### src/rtl/axil_downsizer.sv
`timescale 1ns/1ps
module axil_downsizer #(
  parameter int AW       = 32,
  parameter int WIDE_W   = 32,
  parameter int NARROW_W = 16
) (
  input  logic                  clk,
  input  logic                  rst_n,
  input  logic [AW-1:0]         s_awaddr,
  input  logic                  s_awvalid,
  output logic                  s_awready,
  input  logic [WIDE_W-1:0]     s_wdata,
  input  logic [WIDE_W/8-1:0]   s_wstrb,
  input  logic                  s_wvalid,
  output logic                  s_wready,
  output logic [1:0]            s_bresp,
  output logic                  s_bvalid,
  input  logic                  s_bready,
  input  logic [AW-1:0]         s_araddr,
  input  logic                  s_arvalid,
  output logic                  s_arready,
  output logic [WIDE_W-1:0]     s_rdata,
  output logic [1:0]            s_rresp,
  output logic                  s_rvalid,
  input  logic                  s_rready,
  output logic [AW-1:0]         m_awaddr,
  output logic                  m_awvalid,
  input  logic                  m_awready,
  output logic [NARROW_W-1:0]   m_wdata,
  output logic [NARROW_W/8-1:0] m_wstrb,
  output logic                  m_wvalid,
  input  logic                  m_wready,
  input  logic [1:0]            m_bresp,
  input  logic                  m_bvalid,
  output logic                  m_bready,
  output logic [AW-1:0]         m_araddr,
  output logic                  m_arvalid,
  input  logic                  m_arready,
  input  logic [NARROW_W-1:0]   m_rdata,
  input  logic [1:0]            m_rresp,
  input  logic                  m_rvalid,
  output logic                  m_rready
);
  localparam int N  = WIDE_W / NARROW_W;
  localparam int NB = NARROW_W / 8;
  localparam int BW = (N > 1) ? $clog2(N) : 1;
  localparam int SH = $clog2(NB);
  localparam logic [BW-1:0] LAST = BW'(N - 1);

  typedef enum logic [2:0] {W_IDLE, W_SCAN, W_XFER, W_BWAIT, W_DONE} wst_t;
  typedef enum logic [1:0] {R_IDLE, R_ADDR, R_DATA, R_DONE} rst_t;

  wst_t                 wst;
  logic [AW-1:0]        w_addr;
  logic [WIDE_W-1:0]    w_data;
  logic [WIDE_W/8-1:0]  w_strb;
  logic [BW-1:0]        w_beat;
  logic [1:0]           w_err;
  logic                 aw_pend, w_pend;
  logic [NB-1:0]        w_slice;
  logic                 w_last;

  assign w_slice = w_strb[w_beat*NB +: NB];
  assign w_last  = (w_beat == LAST);

  assign s_awready = (wst == W_IDLE) && s_awvalid && s_wvalid;
  assign s_wready  = s_awready;
  assign s_bvalid  = (wst == W_DONE);
  assign s_bresp   = w_err;
  assign m_awvalid = (wst == W_XFER) && aw_pend;
  assign m_wvalid  = (wst == W_XFER) && w_pend;
  assign m_awaddr  = w_addr + (AW'(w_beat) << SH);
  assign m_wdata   = w_data[w_beat*NARROW_W +: NARROW_W];
  assign m_wstrb   = w_slice;
  assign m_bready  = (wst == W_BWAIT);

  always_ff @(posedge clk) begin
    if (!rst_n) begin
      wst     <= W_IDLE;
      w_addr  <= '0;
      w_data  <= '0;
      w_strb  <= '0;
      w_beat  <= '0;
      w_err   <= 2'b00;
      aw_pend <= 1'b0;
      w_pend  <= 1'b0;
    end else begin
      case (wst)
        W_IDLE: if (s_awvalid && s_wvalid) begin
          w_addr <= s_awaddr;
          w_data <= s_wdata;
          w_strb <= s_wstrb;
          w_beat <= '0;
          w_err  <= 2'b00;
          wst    <= W_SCAN;
        end
        W_SCAN: begin
          if (|w_slice) begin
            aw_pend <= 1'b1;
            w_pend  <= 1'b1;
            wst     <= W_XFER;
          end else if (w_last) begin
            wst <= W_DONE;
          end else begin
            w_beat <= w_beat + 1'b1;
          end
        end
        W_XFER: begin
          if (m_awready) aw_pend <= 1'b0;
          if (m_wready)  w_pend  <= 1'b0;
          if ((!aw_pend || m_awready) && (!w_pend || m_wready)) wst <= W_BWAIT;
        end
        W_BWAIT: if (m_bvalid) begin
          if (w_err == 2'b00) w_err <= m_bresp;
          if (w_last) wst <= W_DONE;
          else begin
            w_beat <= w_beat + 1'b1;
            wst    <= W_SCAN;
          end
        end
        W_DONE: if (s_bready) wst <= W_IDLE;
        default: wst <= W_IDLE;
      endcase
    end
  end

  rst_t                 rst;
  logic [AW-1:0]        r_addr;
  logic [BW-1:0]        r_beat;
  logic [1:0]           r_err;
  logic [WIDE_W-1:0]    r_buf;

  assign s_arready = (rst == R_IDLE);
  assign s_rvalid  = (rst == R_DONE);
  assign s_rdata   = r_buf;
  assign s_rresp   = r_err;
  assign m_arvalid = (rst == R_ADDR);
  assign m_araddr  = r_addr + (AW'(r_beat) << SH);
  assign m_rready  = (rst == R_DATA);

  always_ff @(posedge clk) begin
    if (!rst_n) begin
      rst    <= R_IDLE;
      r_addr <= '0;
      r_beat <= '0;
      r_err  <= 2'b00;
      r_buf  <= '0;
    end else begin
      case (rst)
        R_IDLE: if (s_arvalid) begin
          r_addr <= s_araddr;
          r_beat <= '0;
          r_err  <= 2'b00;
          rst    <= R_ADDR;
        end
        R_ADDR: if (m_arready) rst <= R_DATA;
        R_DATA: if (m_rvalid) begin
          r_buf[r_beat*NARROW_W +: NARROW_W] <= m_rdata;
          if (r_err == 2'b00) r_err <= m_rresp;
          if (r_beat == LAST) rst <= R_DONE;
          else begin
            r_beat <= r_beat + 1'b1;
            rst    <= R_ADDR;
          end
        end
        R_DONE: if (s_rready) rst <= R_IDLE;
        default: rst <= R_IDLE;
      endcase
    end
  end
endmodule

### config.mk
export PLATFORM = sky130hd
export DESIGN_NAME = axil_downsizer
export DESIGN_NICKNAME = d
export VERILOG_FILES = /design/src/rtl/axil_downsizer.sv
export SDC_FILE = /design/constraint.sdc
export NUM_CORES = 1
export LEC_CHECK = 0
export BUFFER_PORTS_ARGS = -buffer_cell sky130_fd_sc_hd__buf_2
export CAP_MARGIN = 0
export CORE_MARGIN = 8
export CORE_UTILIZATION = 48
export DETAILED_ROUTE_END_ITERATION = 10
export HOLD_SLACK_MARGIN = 0.1
export PLACE_DENSITY = 0.75
export SYNTH_ARGS = -nofsm -noshare
export SYNTH_HDL_FRONTEND = slang
export SYNTH_SLANG_ARGS = --single-unit
### constraint.sdc
create_clock -name clk -period 3.7 [get_ports clk]
set_input_delay 0.185 -clock clk [delete_from_list [all_inputs] [get_ports clk]]
set_output_delay 0.185 -clock clk [all_outputs]
set_load 0.1 [all_outputs]
Word-level counts from Yosys, hierarchy flattened. Index checks and enable logic that the tools add are counted.

Flip-flop bits (word level): 145. Input bits: 132. Output and inout port bits: 128. Word-level logic and storage cells: 111.

Add/subtract/negate cells: 5. Eq/ne operators: 22. Shift-type cells: 4. Muxes and demuxes: 37. Reduce and logical (&&, ||, !) cells: 30.

Operators by type and width (count): $add 32x2->32 (2); $neg 5->34 (1); $shift 16x34->32 const A (1); $shiftx 16x34->32 (1); $bwmux 32 (1); $shiftx 32x6->16 (1); $mux 2 (11); $mux 3 (7); $reduce_and 4->1 (4); $pmux 3 s5 (1); $ne 2x1->1 const B (7); $ne 2x2->1 const B (7); $mux 1 (10); $reduce_and 3->1 (3); $pmux 2 s2 (2); $pmux 2 s4 (1); $eq 3x2->1 const B (2); $logic_and 1x1->1 (6); $logic_not 2->1 (3); $pmux 1 s2 (3); $reduce_and 2->1 (3); $reduce_bool 2->1 (3); $reduce_and 5->1 (1); $eq 2x2->1 const B (2); 12 further kinds (15).

Depth between registers and ports, before layout. Gate-level depths: netlist of the first run.

Word-level depth: 5. Gate-level depth with buffers: 8.

Worst setup path before layout of the first run. Ideal clock, no wire load.

Kind: flip-flop to output port. Start: reg w_addr[1]. End: out m_awaddr[25]. Arrival time: 3027 ps. Required time: 3515 ps. Path slack: 488 ps. Stages on the path, launching flop included: 8. Path buffers: 1. Path through: dfxtp_1 > ha_1 > ha_1 > nand2_1 > or4_4 > buf_6 > nor4_2 > xor2_1.

Cells in the longest elaborated chain, start to end: 1.

Ends and longest elaborated chain: start, declared (line 54) `logic [AW-1:0] w_addr;`; start signal, assigned (line 90) `w_addr <= s_awaddr;`; $add 32x2->32 (line 72) `assign m_awaddr = w_addr + (AW'(w_beat) << SH);`; end, declared (line 26) `output logic [AW-1:0] m_awaddr,`.

No other way between the ends.

Worst setup path in the final report of the first run.
Start: reg w_addr[1]. End: out m_awaddr[31].

Same word-level chain as after synthesis.

==> run summary, run 1 <==
Status -> finished, final reports clean
Area share of the largest cell type after synthesis -> 42.89%
Worst Setup Path Type -> reg -> out
First-pass GRT wire length -> 35360 um
Met3 Usage GRT -> 7.801%
Routed vias -> 7385
Worst-path fanout max -> 7
Die Width -> 134.7 um
Max Cap Violations -> 0
Worst-path clk slew -> 50 ps
Finished Cell Area -> 0.009879 mm2
Peak VDD IR -> 0.2933 mV
Setup TNS -> 0 ps
Vias in the first global route -> 7345
Crit path buffers/inverters -> 1
Syn Inst Count -> 879
CP dominant cell by count -> ha_1
Synth Register Bits -> 145
Synthesized area per cell -> 7.699 um2
Most Used Layer, Global Route -> met2
Via density -> 5.182
RSZ-0062 raised after global routing -> false
Remaining DRCs -> 0
Dpl ws -> 1234 ps
Clock root buffer master -> clkbuf_16
Top delay family on crit path -> simple AND/OR/NAND/NOR gates
Yosys warning count -> 0
Fillers -> 1057
Critical path endpoint category -> primary output
Share of cells above drive strength 1 -> 27.21%
Vert. Die Dim -> 134.7 um
Slew @ Worst Pin -> 1113 ps
Sequential fraction of the synthesis area -> 42.89%
Worst path cell trace -> ha_1 -> ha_1 -> nand2_1 -> or4_4 -> nor4_2 -> xor2_1 -> buf_2
Fin crit share -> 79.57%
Iter 0 DRT Violations -> 426
Fin. max-slew vios -> 0
Post-synth ARST share -> 0%
Critical path arrival -> 2760 ps
Worst path required time -> 3510 ps
HPWL after DPL -> 14210 um
Startpoint types -> register
Setup ws final -> 755.8 ps
Endpoints failing setup -> 0
Worst path max stage delay -> 530 ps
Clk buf depth -> 2
M1 GR Usage -> 26.01%
Top cells by area, synth -> dfxtp_1 43%, nand2_1 16%, a21oi_1 11%
Worst-skew pair later-pin latency -> 410 ps
Total CTS buffers -> 17
Commonest non-fill, non-tap cell in the layout -> nand2_1
Endpoints failing hold -> 0
Fmax -> 339.7 MHz
Initial antenna violation count -> 2
FP Rows -> 43
Tot GR Track Use -> 23.68%
DR WL/cell -> 15.51 um
Core Util, Final -> 71.45%
Tmin final -> 2944 ps
DRT Wirelength -> 22110 um
Starting Density -> 48.95%
Hold Crit Start -> m_bvalid
Pleak -> 4.307 nW
Fin nets -> 1366
CTS tree -> built
Pwr Density -> 452.0 mW/mm2
Number of hold buffers added after CTS -> 121
# IOs -> 260
Grt ovf -> 0
Syn Std Cell Area -> 0.006768 mm2
CP startpoint -> w_addr[1]$_SDFFE_PN0P_
EDFF count, synth -> 0
Slowest-stage cell, CP -> or4_4
Max-slew headroom -> 25.50%
Setup Fix Bufs, Post-CTS -> 0
Core footprint -> 0.01383 mm2
Most frequent cells in the layout -> 288 x nand2_1, 259 x buf_2, 145 x dfxtp_1
Area of the multi-input gates -> 0.003576 mm2
Placed cell areas -> 0.008115 mm2
Routed Antenna Nets -> 0
Worst flop-to-flop path startpoint -> wst[2]$_SDFFE_PN0P_
Syn_nets -> 1015
RePlAce Congestion -> 0.8578
Final clock skew -> 6.437 ps
Largest net degree at the start of global routing -> 94
Top_reg_cell synth -> dfxtp_1
DRT Pass-1 Iters -> 5
Area growth, synth to finish -> 45.98%
Port Buf Inserts -> 259
Die footprint -> 0.01815 mm2
Gates resized, CTS repair -> 0
# clock sinks -> 145
H-Tree Depth -> 4
Cell variety after synth -> 48
Met2 Resource Use GR -> 38.71%
HP Class -> in -> reg
Reg area -> 0.002903 mm2
Yosys top cell by area -> dfxtp_1
synthesized netlist by cell type (all sizes together) (2+ instances only):
library cell and n:
nand2 289, dfxtp 145, a21oi 144, clkbuf 46, xnor2 38, nand3 34, xor2 20, mux2 18
nor2 17, nand4 15, nor4 13, buf 11, inv 11, and3 8, o21ai 8, nand2b 7
nor3 7, and2 6, nor2b 6, ha 4, and4 3, mux2i 3, nand3b 3, a211oi 2
a21boi 2, nand4bb 2, o21a 2, or2 2, or4 2
sequential cells by signal, summed over array words and instances, names as in the netlist, 2 cells and up:
signal / flops
s_rresp: 2
w_data: 32
rst: 2
r_addr: 32
s_rdata: 32
wst: 3
w_addr: 32
w_strb: 4
s_bresp: 2
per-layer routing:
| layer | part of all wire [%] | vias to the layer above |
|---|---|---|
| li1 | - | 3632 |
| met1 | 39 | 3371 |
| met2 | 49 | 303 |
| met3 | 7.8 | 77 |
| met4 | 4.3 | 2 |
| met5 | 0.050 | - |
worst register-to-register path, cell delays in order (launching register included):
cell and delay [ps]:
dfxtp_1 370, nand3b_1 250, nand2b_2 230, inv_2 470, buf_4 400, nand2_1 110, a21oi_1 160
per-stage QoR:
stage | hold slack, ps | total power, W | instances
2_1_floorplan | 302.6 | 0.002604 | 879
3_3_place_gp | 425.6 | 0.002818 | 1270
3_5_place_dp | 431.1 | 0.002826 | 1270
4_1_cts | 111.2 | 0.004487 | 1422
5_1_grt | 131.1 | 0.004643 | 1423
6_report | 125.4 | 0.004466 | 1425
cell type report:
type                       count  share of cell area (%)
tap                          180                   2.280
clock buffer                  17                   4.306
timing repair buffer         389                   26.06
multi-input combinational    665                   36.20
antenna                        3                 0.07599
sequential                   145                   29.38
inverter                      12                  0.4813
clock inverter                14                   1.216
worst paths after layout:
kind,endpoint,slack (ps),cells past startpoint
setup reg to reg,w_data[14]$_SDFFE_PN0P_,1630,6
hold reg to reg,s_rdata[4]$_SDFFE_PN0P_,450,2
setup / recovery,m_awaddr[31],760,7
hold / removal,wst[2]$_SDFFE_PN0P_,130,4
kinds of logic (layout without fill, tap and decap cells):
logic type | count (synthesis) | in the layout | share of synthesized area, %
fa+ha+maj | 4 | 4 | 0.7395
mux | 21 | 21 | 3.439
flops | 145 | 145 | 42.89
compound gates | 164 | 164 | 12.76
other cells | 0 | 3 | 0
buf+inv | 69 | 432 | 4.307
xor+xnor | 58 | 58 | 7.506
simple gates | 418 | 418 | 28.36
power by group:
part / switching (W) / internal [W]
sequential: 0.0000866 / 0.00165
clock: 0.000646 / 0.000916
combinational: 0.000857 / 0.000312
(Power assumes the default switching activity.)
==> inputs of run 2 (changes only) <==
--- a/config.mk
+++ b/config.mk
@@ -5,13 +5,14 @@
 export SDC_FILE = /design/constraint.sdc
 export NUM_CORES = 1
 export LEC_CHECK = 0
+export ABC_AREA = 1
 export BUFFER_PORTS_ARGS = -buffer_cell sky130_fd_sc_hd__buf_2
 export CAP_MARGIN = 0
 export CORE_MARGIN = 8
-export CORE_UTILIZATION = 48
+export CORE_UTILIZATION = 45
 export DETAILED_ROUTE_END_ITERATION = 10
 export HOLD_SLACK_MARGIN = 0.1
-export PLACE_DENSITY = 0.75
+export PLACE_DENSITY = 0.73
 export SYNTH_ARGS = -nofsm -noshare
 export SYNTH_HDL_FRONTEND = slang
 export SYNTH_SLANG_ARGS = --single-unit
==> constraint.sdc (replaced) <==
create_clock -name clk -period 2.6 [get_ports clk]
set_input_delay 0.13 -clock clk [delete_from_list [all_inputs] [get_ports clk]]
set_output_delay 0.13 -clock clk [all_outputs]
set_load 0.1 [all_outputs]
==> run 2 against run 1 <==
- first-iteration DRC count is 44% higher
- clock power is 55% higher
- non-clock buffer count is 2 higher
- clock skew is 6.1 ps higher
- core utilization is 0.64 points higher
- global-route usage is 1.0 points higher
- worst hold slack hardly changed
- combinational power grew to 4.0 times the previous value
- die area is 11% higher
- critical endpoint is now m_awaddr[30]
- synthesized cell count is 20% higher
- register-to-register slack worse by 790 ps
==> run summary, run 2 <==
Status -> finished, final reports clean
Startpoint types -> register
Reg-to-Reg End -> w_data[26]$_SDFFE_PN0P_
Die Width -> 141.9 um (+5.3%)
Psw -> 0.004875 W (+210%)
Crit path to -> m_awaddr[30]
Fin crit share -> 94.46%
Die footprint -> 0.02014 mm2 (+11%)
Grt ovf -> 0 (unchanged)
Yosys warning count -> 0 (unchanged)
HPWL after DPL -> 16740 um (+18%)
Worst-path fanout max -> 6 (-1)
Internal Power -> 0.005070 W (+76%)
Routed Antenna Nets -> 0 (unchanged)
Port Buf Inserts -> 259 (unchanged)
# clock sinks -> 145 (unchanged)
Fin nets -> 1550 (+13%)
Setup ws final -> 144.1 ps (-611.8 ps)
Worst Setup Path Type -> reg -> out
Post-synth ARST share -> 0% (unchanged)
Setup slack, reg-to-reg -> 840 ps (-790 ps)
Tmin final -> 2456 ps
Fmax -> 407.2 MHz
Syn Inst Count -> 1054 (+20%)
RePlAce Congestion -> 0.9152 (+6.7%)
Area share of the largest cell type after synthesis -> 40.69% (-2.2 points)
Initial antenna violation count -> 3 (+1)
Sequential Power Share -> 28.5% (-10 points)
Comb pwr share -> 47.2% (+21 points)
Count leader, synth -> nand2_1
Syn Std Cell Area -> 0.007134 mm2 (+5.4%)
Tot GR Track Use -> 24.68% (+1.0 points)
Endpoints failing hold -> 0 (unchanged)
Dpl ws -> 501.3 ps (-732.8 ps)
Starting Density -> 45.41% (-3.5 points)
Clk pwr share -> 24.3% (-11 points)
CP startpoint -> w_addr[1]$_SDFFE_PN0P_
Critical path arrival -> 2330 ps (-430 ps)
CTS tree -> built
Max-slew headroom -> 44.82% (+19 points)
Yosys top cell by area -> dfxtp_1
DRT Pass-1 Iters -> 5 (unchanged)
Endpoints failing setup -> 0 (unchanged)
Synthesized area per cell -> 6.769 um2 (-12%)
Core footprint -> 0.01571 mm2 (+14%)
Share of cells above drive strength 1 -> 24.32% (-2.9 points)
Pleak -> 4.915 nW (+14%)
Top_reg_cell synth -> dfxtp_1
Non-Filler Instances -> 1646 (+16%)
Worst flop-to-flop path startpoint -> wst[1]$_SDFFE_PN0P_
Critical path endpoint category -> primary output
EDFF count, synth -> 0 (unchanged)
Most frequent cells in the layout -> 252 x nand2_1, 209 x buf_2, 148 x nor2_1
Finished Cell Area -> 0.01133 mm2 (+15%)
Cell variety after synth -> 29 (-40%)
DRT Wirelength -> 25220 um (+14%)
Routed vias -> 8233 (+11%)
Fin. max-slew vios -> 0 (unchanged)
Slew @ Worst Pin -> 826.5 ps (-286.8 ps)
Worst path required time -> 2470 ps (-1040 ps)
Top cells by area, synth -> dfxtp_1 41%, nand2_1 13%, a21oi_1 8.0%
Hold_ws -> 125.1 ps (-0.2740 ps)
Worst-path clk slew -> 70 ps (+20 ps)
Placed cell areas -> 0.009467 mm2 (+17%)
Sequential fraction of the synthesis area -> 40.69% (-2.2 points)
FF-to-FF path depth -> 5 (-1)
Clk buf depth -> 2 (unchanged)
First-pass GRT wire length -> 40100 um (+13%)
Most instantiated cells after synthesis -> 252 x nand2_1, 149 x nor2_1, 145 x dfxtp_1, 114 x a21oi_1, 100 x o21ai_0
Remaining DRCs -> 0 (unchanged)
# IOs -> 260 (unchanged)
Commonest non-fill, non-tap cell in the layout -> nand2_1
HP Class -> in -> reg
Max Cap Violations -> 0 (unchanged)
FP Rows -> 46 (+7.0%)
Syn_nets -> 1190 (+17%)
Pwr Density -> 878.0 mW/mm2 (+94%)
Via density -> 5.002 (-3.5%)
Vias in the first global route -> 8198 (+12%)
H-Tree Depth -> 4 (unchanged)
Clock root buffer master -> clkbuf_16
Iter 0 DRT Violations -> 612 (+44%)
Area growth, synth to finish -> 58.77%
Setup TNS -> 0 ps (unchanged)
Synth Register Bits -> 145 (unchanged)
Placed Instances -> 1485 (+17%)
Final clock skew -> 12.58 ps (+6.139 ps)
Worst-skew pair later-pin latency -> 430 ps (+20 ps)
Largest net degree at the start of global routing -> 107 (+14%)
Peak VDD IR -> 0.7706 mV (+160%)
Vert. Die Dim -> 141.9 um (+5.3%)
Total CTS buffers -> 17 (unchanged)
DR WL/cell -> 15.32 um (-1.2%)
Switching share of power -> 49.02% (+13 points)
==> run 2: routing by layer <==
metal | GRT usage, % | share of wire [%] | up-vias
met5 | 0 | 0 | -
met4 | 9.440 | 2.7 | 0
met3 | 7.628 | 7.5 | 46
met2 | 42.29 | 49 | 314
met1 | 28.27 | 41 | 3803
li1 | - | - | 4070
==> run 2: kinds of logic after synthesis <==
family | count (synthesis) | share of synthesized area (%)
flip-flops | 145 | 40.69
buffers and inverters | 144 | 8.348
AO/OA/AOI/OAI | 221 | 15.52
XOR/XNOR | 48 | 5.893
AND/OR/NAND/NOR | 492 | 28.85
adder cells (fa/ha/maj) | 4 | 0.7015
==> run 2: worst min-delay path by stage <==
| stage | slack (ps) | cells after the start | to | from |
|---|---|---|---|---|
| after CTS | 110 | 6 | rst[1]$_SDFFE_PN0P_ | s_rready |
| after floorplan | 260 | 2 | s_rdata[0]$_SDFFE_PN0P_ | m_rdata[0] |
| after global routing | 160 | 6 | rst[1]$_SDFFE_PN0P_ | s_rready |
| after detailed placement | 380 | 3 | s_rdata[2]$_SDFFE_PN0P_ | m_rdata[2] |
| final | 130 | 6 | rst[1]$_SDFFE_PN0P_ | s_rready |
| after global placement | 370 | 3 | s_rdata[14]$_SDFFE_PN0P_ | m_rdata[14] |
==> run 2: critical path: stages (launching register included) <==
cell	delay [ps]
dfxtp_1	340
ha_1	190
nand3_1	130
nor2_1	230
nand2_1	210
nor2_1	330
nand3_1	140
nand2_1	150
buf_12	190
==> run 2: cell type report <==
type,count,area (um2)
diodes,3,7.507
clock buffers,17,425.4
clock inverters,15,162.7
multi-input cells,765,3845
inverters,94,352.8
flip-flops and latches,145,2903
repair buffers,391,3361
fillers,1183,4385
well taps,216,270.3
==> run 2: power groups by stage <==
| stage | Sequential [W] | Combinational [W] | Clock (W) |
|---|---|---|---|
| after floorplan | 0.00311 | 0.00313 | 0 |
| final | 0.00283 | 0.00469 | 0.00242 |
| after detailed placement | 0.00287 | 0.00452 | 0 |
| after global placement | 0.00285 | 0.00450 | 0 |
| after CTS | 0.00282 | 0.00468 | 0.00246 |
| after global routing | 0.00287 | 0.00494 | 0.00257 |
==> run 2: timing repair <==
item,4_1_cts,5_1_grt
gates resized for setup,0,2
setup buffers,0,2
hold buffers,124,0
endpoints found under the hold margin,140,0
endpoints found under the setup margin,0,2
==> run 2: through the flow <==
step	power, W	utilization, %
global route	0.01037	72.09
detailed placement	0.007384	60.25
floorplan	0.006246	-
CTS	0.009950	71.89
finish	0.009946	72.09
global placement	0.007350	60.25
